===== config.mk =====
export PLATFORM = sky130hd
export DESIGN_NAME = iosel_decoder
export DESIGN_NICKNAME = d
export VERILOG_FILES = /design/src/rtl/iosel_pkg.sv /design/src/rtl/iosel_cfg_reg.sv /design/src/rtl/iosel_window_cmp.sv /design/src/rtl/iosel_pin_mux.sv /design/src/rtl/iosel_decoder.sv
export SDC_FILE = /design/constraint.sdc
export NUM_CORES = 1
export LEC_CHECK = 0
export BUFFER_PORTS_ARGS = -buffer_cell sky130_fd_sc_hd__buf_2
export CAP_MARGIN = 5
export CORE_AREA = 3 3 40 42
export DETAILED_ROUTE_END_ITERATION = 10
export DIE_AREA = 0 0 43 45
export GPL_TIMING_DRIVEN = 0
export PLACE_DENSITY = 0.44
export RECOVER_POWER = 100
export SLEW_MARGIN = 5
export SYNTH_ARGS = -nofsm -noshare
export SYNTH_HDL_FRONTEND = slang
export SYNTH_SLANG_ARGS = --single-unit

===== constraint.sdc =====
create_clock -name clk -period 1.8 [get_ports clk]
set_input_delay 0.09 -clock clk [delete_from_list [all_inputs] [get_ports clk]]
set_output_delay 0.09 -clock clk [all_outputs]
set_load 0.03 [all_outputs]

===== src/rtl/iosel_pkg.sv =====
// Package: shared types and the window-size table for the I/O select decoder.
// Assumes window sizes are powers of two and the base is aligned to the largest one.
package iosel_pkg;

    typedef enum logic [1:0] {
        SPAN_64B  = 2'b00,
        SPAN_256B = 2'b01,
        SPAN_1KB  = 2'b10,
        SPAN_2KB  = 2'b11
    } span_code_e;

    localparam int NUM_SPANS = 4;

    // Returns log2 of the window length for a given size code index.
    function automatic int span_log2(input int idx);
        case (idx)
            0:       return 6;
            1:       return 8;
            2:       return 10;
            default: return 11;
        endcase
    endfunction

endpackage


===== src/rtl/iosel_cfg_reg.sv =====
// Module: configuration flops for the select decoder.
// Samples the enable bit and size code every clock; synchronous active-low
// reset loads enable=0 and the widest window. Assumes inputs are synchronous to clk.
module iosel_cfg_reg
    import iosel_pkg::*;
(
    input  logic       clk,
    input  logic       rst_n,
    input  logic       en_in,
    input  logic [1:0] size_in,
    output logic       en_q,
    output span_code_e size_q
);

    // Capture configuration, reset to strobe pass-through and widest window.
    always_ff @(posedge clk) begin
        if (!rst_n) begin
            en_q   <= 1'b0;
            size_q <= SPAN_2KB;
        end else begin
            en_q   <= en_in;
            size_q <= span_code_e'(size_in);
        end
    end

    // a reset cycle leaves the pass-through configuration behind it.
    assert_reset_cfg_R1: assert property (@(posedge clk)
        !rst_n |=> (!en_q && size_q == SPAN_2KB));

endmodule


===== src/rtl/iosel_window_cmp.sv =====
// Module: combinational window comparator.
// Builds one range check per size code with a generate loop and picks the one
// named by the loaded code. Assumes BASE is aligned to the largest window.
module iosel_window_cmp
    import iosel_pkg::*;
#(
    parameter int                ADDR_W = 24,
    parameter logic [ADDR_W-1:0] BASE   = 24'hFFF000
) (
    input  logic [ADDR_W-1:0] addr,
    input  span_code_e        size_code,
    output logic              hit
);

    logic [ADDR_W-1:0]    offset;
    logic                 at_or_above;
    logic [NUM_SPANS-1:0] hit_vec;

    // Distance from the base and the lower-bound test.
    always_comb begin
        offset      = addr - BASE;
        at_or_above = (addr >= BASE);
    end

    for (genvar i = 0; i < NUM_SPANS; i++) begin : g_span
        localparam logic [ADDR_W-1:0] LEN = ADDR_W'(1) << span_log2(i);
        // Upper-bound test for window i.
        always_comb hit_vec[i] = at_or_above && (offset < LEN);
    end

    // Select the comparator for the loaded size code.
    always_comb hit = hit_vec[size_code];

endmodule


===== src/rtl/iosel_pin_mux.sv =====
// Module: output pin role selection and cycle gating.
// In select role the pin is low only while a bus cycle is active and the
// address hits; otherwise the incoming strobe is passed through unchanged.
module iosel_pin_mux (
    input  logic sel_role,
    input  logic cyc_active,
    input  logic hit,
    input  logic as_n_in,
    output logic pin_n
);

    // Drive the shared pin from the role chosen by the loaded enable bit.
    always_comb begin
        if (sel_role) pin_n = ~(cyc_active & hit);
        else          pin_n = as_n_in;
    end

endmodule


===== src/rtl/iosel_decoder.sv =====
// Module: top of the programmable I/O select decoder.
// Registers the configuration, compares the address combinationally and drives
// the shared active-low pin. Assumes addr is valid while cyc_active is high.
module iosel_decoder
    import iosel_pkg::*;
#(
    parameter int                ADDR_W = 24,
    parameter logic [ADDR_W-1:0] BASE   = 24'hFFF000
) (
    input  logic              clk,
    input  logic              rst_n,
    input  logic [ADDR_W-1:0] addr,
    input  logic              cyc_active,
    input  logic              as_n_in,
    input  logic              sel_en,
    input  logic [1:0]        win_size,
    output logic              pin_n
);

    localparam logic [ADDR_W-1:0] MIN_END = BASE + ADDR_W'((1 << span_log2(0)) - 1);
    localparam logic [ADDR_W-1:0] MAX_END = BASE + ADDR_W'((1 << span_log2(NUM_SPANS-1)) - 1);

    logic       cfg_en;
    span_code_e cfg_size;
    logic       win_hit;

    iosel_cfg_reg u_cfg (
        .clk     (clk),
        .rst_n   (rst_n),
        .en_in   (sel_en),
        .size_in (win_size),
        .en_q    (cfg_en),
        .size_q  (cfg_size)
    );

    iosel_window_cmp #(.ADDR_W(ADDR_W), .BASE(BASE)) u_cmp (
        .addr      (addr),
        .size_code (cfg_size),
        .hit       (win_hit)
    );

    iosel_pin_mux u_mux (
        .sel_role   (cfg_en),
        .cyc_active (cyc_active),
        .hit        (win_hit),
        .as_n_in    (as_n_in),
        .pin_n      (pin_n)
    );

    // no active cycle means the select pin idles high.
    assert_idle_high_R3: assert property (@(posedge clk) disable iff (!rst_n)
        (cfg_en && !cyc_active) |-> pin_n);

    // addresses under the base never select.
    assert_below_base_R8: assert property (@(posedge clk) disable iff (!rst_n)
        (cfg_en && addr < BASE) |-> pin_n);

    // nothing past the largest bound selects, whatever the code.
    assert_beyond_max_R7: assert property (@(posedge clk) disable iff (!rst_n)
        (cfg_en && addr > MAX_END) |-> pin_n);

    // the smallest window is selected under every size code.
    assert_min_window_R4: assert property (@(posedge clk) disable iff (!rst_n)
        (cfg_en && cyc_active && addr >= BASE && addr <= MIN_END) |-> !pin_n);

endmodule


# Yosys cells after proc, flatten, opt, wreduce, memory -nomap -nowiden
# Cells that the tools add are included.
# word_totals
ff_bits,3
in_bits,31
output_inout_bits,1
wordCells,18
# classes
add_sub_neg,1
magnitude_cmp,6
n_mux,3
n_bitwise,2
n_reduce_logical,4
# ops
cell,n
>= comparator 24 bit (second input constant),1
< comparator 24 x 11 -> 1 bit (second input constant),1
< comparator 24 x 12 -> 1 bit (second input constant),1
< comparator 24 x 7 -> 1 bit (second input constant),1
< comparator 24 x 9 -> 1 bit (second input constant),1
subtractor 24 bit (second input constant),1
logical AND 1 bit,4
< comparator 2 x 3 -> 1 bit (second input constant),1
binary-select mux 1 bit (select 2 bit),1
2-to-1 mux 1 bit,2
bitwise AND 1 bit,1
inverter 1 bit,1

# Depth between registers and ports, before layout
# Gate-level depths: netlist of run 1.
# logic_depth
ltp_word,8
depth_mapped,3
mapped_depth_nobuf,3

# Hierarchy
# A second synthesis of run 1 with hierarchy kept.
# hier_totals
cells_unflattened,17
hier_area_um2,158.9
# modules_own_cells
mod,instances,cells_per_inst,area_each_um2,seq_area_each_um2
iosel_cfg_reg,1,6,78.8,60.1
iosel_window_cmp,1,9,70.1,0.0
iosel_pin_mux,1,2,10.0,0.0

# Least setup slack after synthesis of run 1
# No wires, ideal clock.
# synth_timing
path_type,register to output
startpoint,register u_cfg.size_q[0]
endpoint,output port pin_n
arrival_ns,1.128
t_required_ns,1.710
setup_slack_ns,0.582
path_stages_with_launch,4
path_buffers,0
path_cell_list,dfxtp_1 o21bai_1 a21o_2 a31oi_1
# synth_between
elab_chain_len,5
# synth_lines
element,line_no,source
start: declaration,iosel_cfg_reg.sv:12,output span_code_e size_q
start signal: assignment,iosel_cfg_reg.sv:22,size_q <= span_code_e'(size_in);
binary-select mux 1 bit (select 2 bit),iosel_window_cmp.sv:32,always_comb hit = hit_vec[size_code];
2-to-1 mux 1 bit (not written as such),iosel_window_cmp.sv:32,
bitwise AND 1 bit,iosel_pin_mux.sv:14,if (sel_role) pin_n = ~(cyc_active & hit);
inverter 1 bit,iosel_pin_mux.sv:14,
2-to-1 mux 1 bit,iosel_pin_mux.sv:14,
end: declaration,iosel_decoder.sv:17,output logic pin_n
# Every way passes these cells. The select of a mux whose other input is x is not followed.

# Worst setup path after layout of run 1
# Same ends and word-level chain as after synthesis.

==> results of run 1 <==
cell usage in the layout, fill, tap and decap left out:
| cell type | instances |
|---|---|
| buf_2 | 23 |
| a31oi_1 | 1 |
| a2111oi_2 | 1 |
| nand2b_1 | 2 |
| clkbuf_1 | 3 |
| clkbuf_4 | 3 |
| and2_1 | 1 |
| nand2_1 | 2 |
| nor2_1 | 3 |
| o21bai_1 | 1 |
| nand4_1 | 3 |
| a21o_2 | 1 |
| dfxtp_1 | 3 |
cell type report:
class	instances	share of cell area [%]
flip-flops and latches	3	18.68
repair buffers	25	38.13
multi-input cells	15	29.18
clock buffers	4	8.171
well taps	15	5.837
metal layers:
metal / GRT usage [%] / vias to the layer above
met2: 8.383 / 26
li1: - / 124
met3: 3.187 / 0
met4: 5.422 / 0
met1: 5.288 / 83
met5: 0 / -
power breakdown:
group,leakage [nW],switching (mW),internal [mW]
Combinational,0.121,0.0145,0.0239
Clock,0.0150,0.0333,0.0830
Sequential,0.0251,0.00190,0.0705
sequential cells by signal (all words and copies together) (netlist names):
register,cells
u_cfg.en_q,1
u_cfg.size_q,2
per-stage QoR:
step           power, mW  setup slack (ps)  hold WS, ps  util [%]
2_1_floorplan    0.08489             582.1        163.0         -
3_3_place_gp      0.1129             674.1        284.2     23.17
3_5_place_dp      0.1130             672.6        279.0     23.17
4_1_cts           0.2367             417.0        32.17     25.22
5_1_grt           0.2460             309.0        52.04     25.02
6_report          0.2271             368.2        40.58     25.02
logic make-up after synthesis:
family             count (synthesis)  share of synthesized area, %
DFF                                3                         39.03
AOI/OAI and AO/OA                  4                         24.39
and+or+nand+nor                   11                         36.59
worst max-delay path: cells and delay by family, from the launching register on:
| family | cells | cell delay [ps] |
|---|---|---|
| compound gates | 3 | 470 |
| flops | 1 | 300 |
| buf+inv | 1 | 330 |
path summary, 6_finish.rpt:
check | from | endpoint | slack [ps]
setup / recovery | u_cfg.size_q[0] | pin_n | 370
hold / removal | win_size[1] | u_cfg.size_q[1] | 40
==> flow_summary.ini, run 1 <==
[die]
fp-row-count = 13
core_area_um2 = 1285
initial_utilization_pct = 11.98
die_y_um = 45
ios = 32
die_w_um = 43
die_area_um2 = 1935

[final_layout]
area_delta_synth_final_pct = 108.9
drive_gt1_share_pct = 59.57
finalNetCount = 79
multi_input_area_um2 = 93.84
seqCellArea_um2 = 60.06
fin_area_um2 = 321.6
num_antenna_cells = 0
fillCellCount = 142
final_cells = 62

[logic_synthesis]
synth_area_um2 = 153.9
synth_top_area_share_pct = 39.02
ys_seq_area_share_pct = 39.02
async_flop_share_pct = 0
synth_flop_cell = dfxtp_1
synth.avg_cell_area_um2 = 8.550
ys_types = 10
yosys_warnings = 0
synth_edf_count = 0
synth-seq-cells = 3
synth.net_count = 49
postSynthCellCount = 18
ys_top_cells_by_count = 3 x dfxtp_1, 3 x nand4_1, 3 x nor2_1, 2 x nand2_1, 2 x nand2b_1
synth_top_area_cell = dfxtp_1
synth_area_leaders = dfxtp_1 39%, nand4_1 12%, a2111oi_2 9.8%, nand2b_1 8.1%, nor2_1 7.3%

[routing]
wirelength_um = 555
topRoutingLayerUsed = met3
viasPerCell = 3.758
wl_per_cell_um = 8.952
drc = 0
wl_met1_um = 209
vias = 233
drt_pass1_iterations = 2
wl_met3_um = 164
drt_iter0_drc = 2
ant_nets = 0
dr_wl_met2_um = 181

[clock_tree]
clock_sinks = 3
post_cts_buffers = 0
cts_hold_buf = 0
cts_root_buf = clkbuf_4
cts_buffers = 3
tritoncts = done
clk_pin_slew_ps = 40
clockBufferDepth = 2
htree_levels = 1
cts.repair.resized = 0

[setup_path]
crit_path_end_kind = output port
cp_slowest_stage_delay_ps = 330
cp-start-kind = flop
setup.worst_path.class = flop to output port
crit_chain = o21bai_1 > a21o_2 > a31oi_1 > clkbuf_1
critPathSlowestCell = clkbuf_1
crit_required_ps = 1710
worstPathMaxFanout = 2
arrival_ps = 1340

[sta]
period_share_pct = 79.54
finalSetupTns_ps = 0
hold_violations = 0
maxSlewViolCount = 0
setup_viol = 0
min_period_ps = 1432
max_freq_ghz = 0.6984
worst_slew_margin_rel_pct = 75.35
worstMarginPinSlew_ps = 371.4
rsz0062_at_grt = false

[worst_hold_path]
holdPathStages = 2
hold_class = input pin to flop

[global_route]
global_route.usage.total_pct = 5.574
grt_pass1_wl_um = 765
grt_overflow = 0
grt_max_degree = 4
grt_pass1_vias = 224
antenna_found_initial = 0

[power]
ir_drop_mv = 0.2544
p_leak_nw = 0.1606
cellPowerDensity_nw_per_um2 = 706.4

[placement]
gp_congestion = 0.6651
place_area_um2 = 297.8
portBuffers = 25
place_inst = 58

[outcome]
status = finished clean

[flow_run]
drv_cap = 0
No activity file was read; power rests on OpenSTA's default activity.
==> inputs of run 2 (changes only) <==
--- a/config.mk
+++ b/config.mk
@@ -11,7 +11,7 @@
 export DETAILED_ROUTE_END_ITERATION = 10
 export DIE_AREA = 0 0 43 45
 export GPL_TIMING_DRIVEN = 0
-export PLACE_DENSITY = 0.44
+export PLACE_DENSITY = 0.46
 export RECOVER_POWER = 100
 export SLEW_MARGIN = 5
 export SYNTH_ARGS = -nofsm -noshare
==> constraint.sdc (replaced) <==
create_clock -name clk -period 1.2 [get_ports clk]
set_input_delay 0.06 -clock clk [delete_from_list [all_inputs] [get_ports clk]]
set_output_delay 0.06 -clock clk [all_outputs]
set_load 0.03 [all_outputs]
==> flow_summary.ini, run 2 (same netlist as run 1, synthesis figures left out) <==
[sta]
worst_slew_margin_rel_pct = 83.90
setup_viol = 1
setup_ws_ps = -56.67
rsz0062_at_grt = true
period_share_pct = 104.7
max_freq_ghz = 0.7958
worstMarginPinSlew_ps = 241.5
hold_violations = 0
maxSlewViolCount = 0
min_period_ps = 1257

[global_route]
grt_pass1_wl_um = 959
grt_overflow = 0
grt_pass1_vias = 246
global_route.usage.total_pct = 6.739
antenna_found_initial = 0
grt_max_degree = 4

[setup_path]
cp-start-kind = flop
crit_path_end_kind = output port
cp-endpoint = pin_n
cp_slowest_stage_delay_ps = 320
critPathSlowestCell = dfxtp_2
setup.worst_path.class = flop to output port
crit_chain = nand2_2 > a2111oi_4 > a31oi_1 > buf_4
crit_start = u_cfg.size_q[0]
worstPathMaxFanout = 2
crit_required_ps = 1140
arrival_ps = 1200

[clock_tree]
cts_hold_buf = 0
tritoncts = done
cts_root_buf = clkbuf_4
clock_sinks = 3
htree_levels = 1
clk_pin_slew_ps = 40
clockBufferDepth = 2
cts_buffers = 3

[final_layout]
seqCellArea_um2 = 63.81
finalNetCount = 80
largest_reg_flops = 2
finish.utilization_pct = 27.56
multi_input_area_um2 = 111.4
top_register = u_cfg.size_q
drive_gt1_share_pct = 72.92
top_regs = u_cfg.size_q x2, u_cfg.en_q x1
num_antenna_cells = 0
fillCellCount = 142
area_delta_synth_final_pct = 130.1
mostFrequentLayoutCells = 23 x buf_2, 3 x nor2_1, 3 x nand4_1, 3 x clkbuf_4, 3 x dfxtp_2
layout_commonest_cell = buf_2

[routing]
vias = 250
drt_iter0_drc = 0
wl_per_cell_um = 9.111
wirelength_um = 574
drt_pass1_iterations = 1
viasPerCell = 3.968
ant_nets = 0
drc = 0

[die]
die_y_um = 45
ios = 32
initial_utilization_pct = 11.98
core_area_um2 = 1285
die_w_um = 43
die_area_um2 = 1935
fp-row-count = 13

[power]
p_leak_nw = 0.1696
ir_drop_mv = 0.5333
total_power_mw = 0.3533
cellPowerDensity_nw_per_um2 = 997.8

[worst_hold_path]
hold_start = win_size[0]
hold_class = input pin to flop

[placement]
portBuffers = 25
gp_congestion = 0.6933
dp_hpwl_um = 481.1

[outcome]
violations = negative setup slack
status = finished with violations

[flow_run]
drv_cap = 0
run 2: cell count changes in the layout (fill, tap and decap cells not counted):
cell,change
buf_4,+2
nand2_2,+2
dfxtp_1,-3
a2111oi_2,-1
a2111oi_4,+1
clkbuf_1,-1
nand2_1,-2
dfxtp_2,+3
run 2: what timing repair did:
action                     4_1_cts  5_1_grt
setup endpoints to repair        1        1
gates resized for setup          6        1
pin swaps                        3        3
buffers inserted                 1        0
cloned                           0        0
run 2: where the power goes:
part           switching (mW)  internal, mW
Sequential            0.00356         0.107
Clock                  0.0507         0.125
Combinational          0.0265        0.0412
run 2: per-layer routing:
layer / GRT usage, % / wire, um / up-vias
li1: - / - / 127
met1: 6.731 / 219 / 97
met2: 10.18 / 194 / 26
met3: 5.179 / 160 / 0
met4: 3.614 / 0 / 0
met5: 0 / 0 / -
run 2: metrics by stage:
stage | std cells | TNS (ps) | worst slack [ps] | cell area, um2 | hold slack, ps
2_1_floorplan | 18 | 0 | 12.10 | 153.9 | 133.0
3_3_place_gp | 58 | 0 | 93.60 | 297.8 | 245.6
3_5_place_dp | 58 | 0 | 102.6 | 297.8 | 244.2
4_1_cts | 63 | -90.54 | -90.54 | 354.1 | 0.6088
5_1_grt | 63 | -151.0 | -151.0 | 354.1 | 16.23
6_report | 63 | -56.67 | -56.67 | 354.1 | 9.263
run 2: worst min-delay path by stage:
stage,endpoint,slack (ps),depth (start not counted)
4_1_cts,u_cfg.size_q[0],0.6,2
3_3_place_gp,u_cfg.size_q[0],250,2
3_5_place_dp,u_cfg.size_q[0],240,2
2_1_floorplan,u_cfg.size_q[0],130,1
5_1_grt,u_cfg.size_q[0],20,2
6_report,u_cfg.size_q[0],9,2
run 2: worst max-delay path, delay by kind of cell (launching register included):
| family | cells | cell delay, ps |
|---|---|---|
| flip-flops | 1 | 320 |
| AO/OA/AOI/OAI | 2 | 400 |
| AND/OR/NAND/NOR | 1 | 70 |
| buffers and inverters | 1 | 180 |
run 2: cell type report:
type / instances / area share, %
Timing Repair Buffer: 26 / 37.81
Multi-Input combinational cell: 15 / 31.45
Sequential cell: 3 / 18.02
Clock buffer: 4 / 7.420
Tap cell: 15 / 5.300
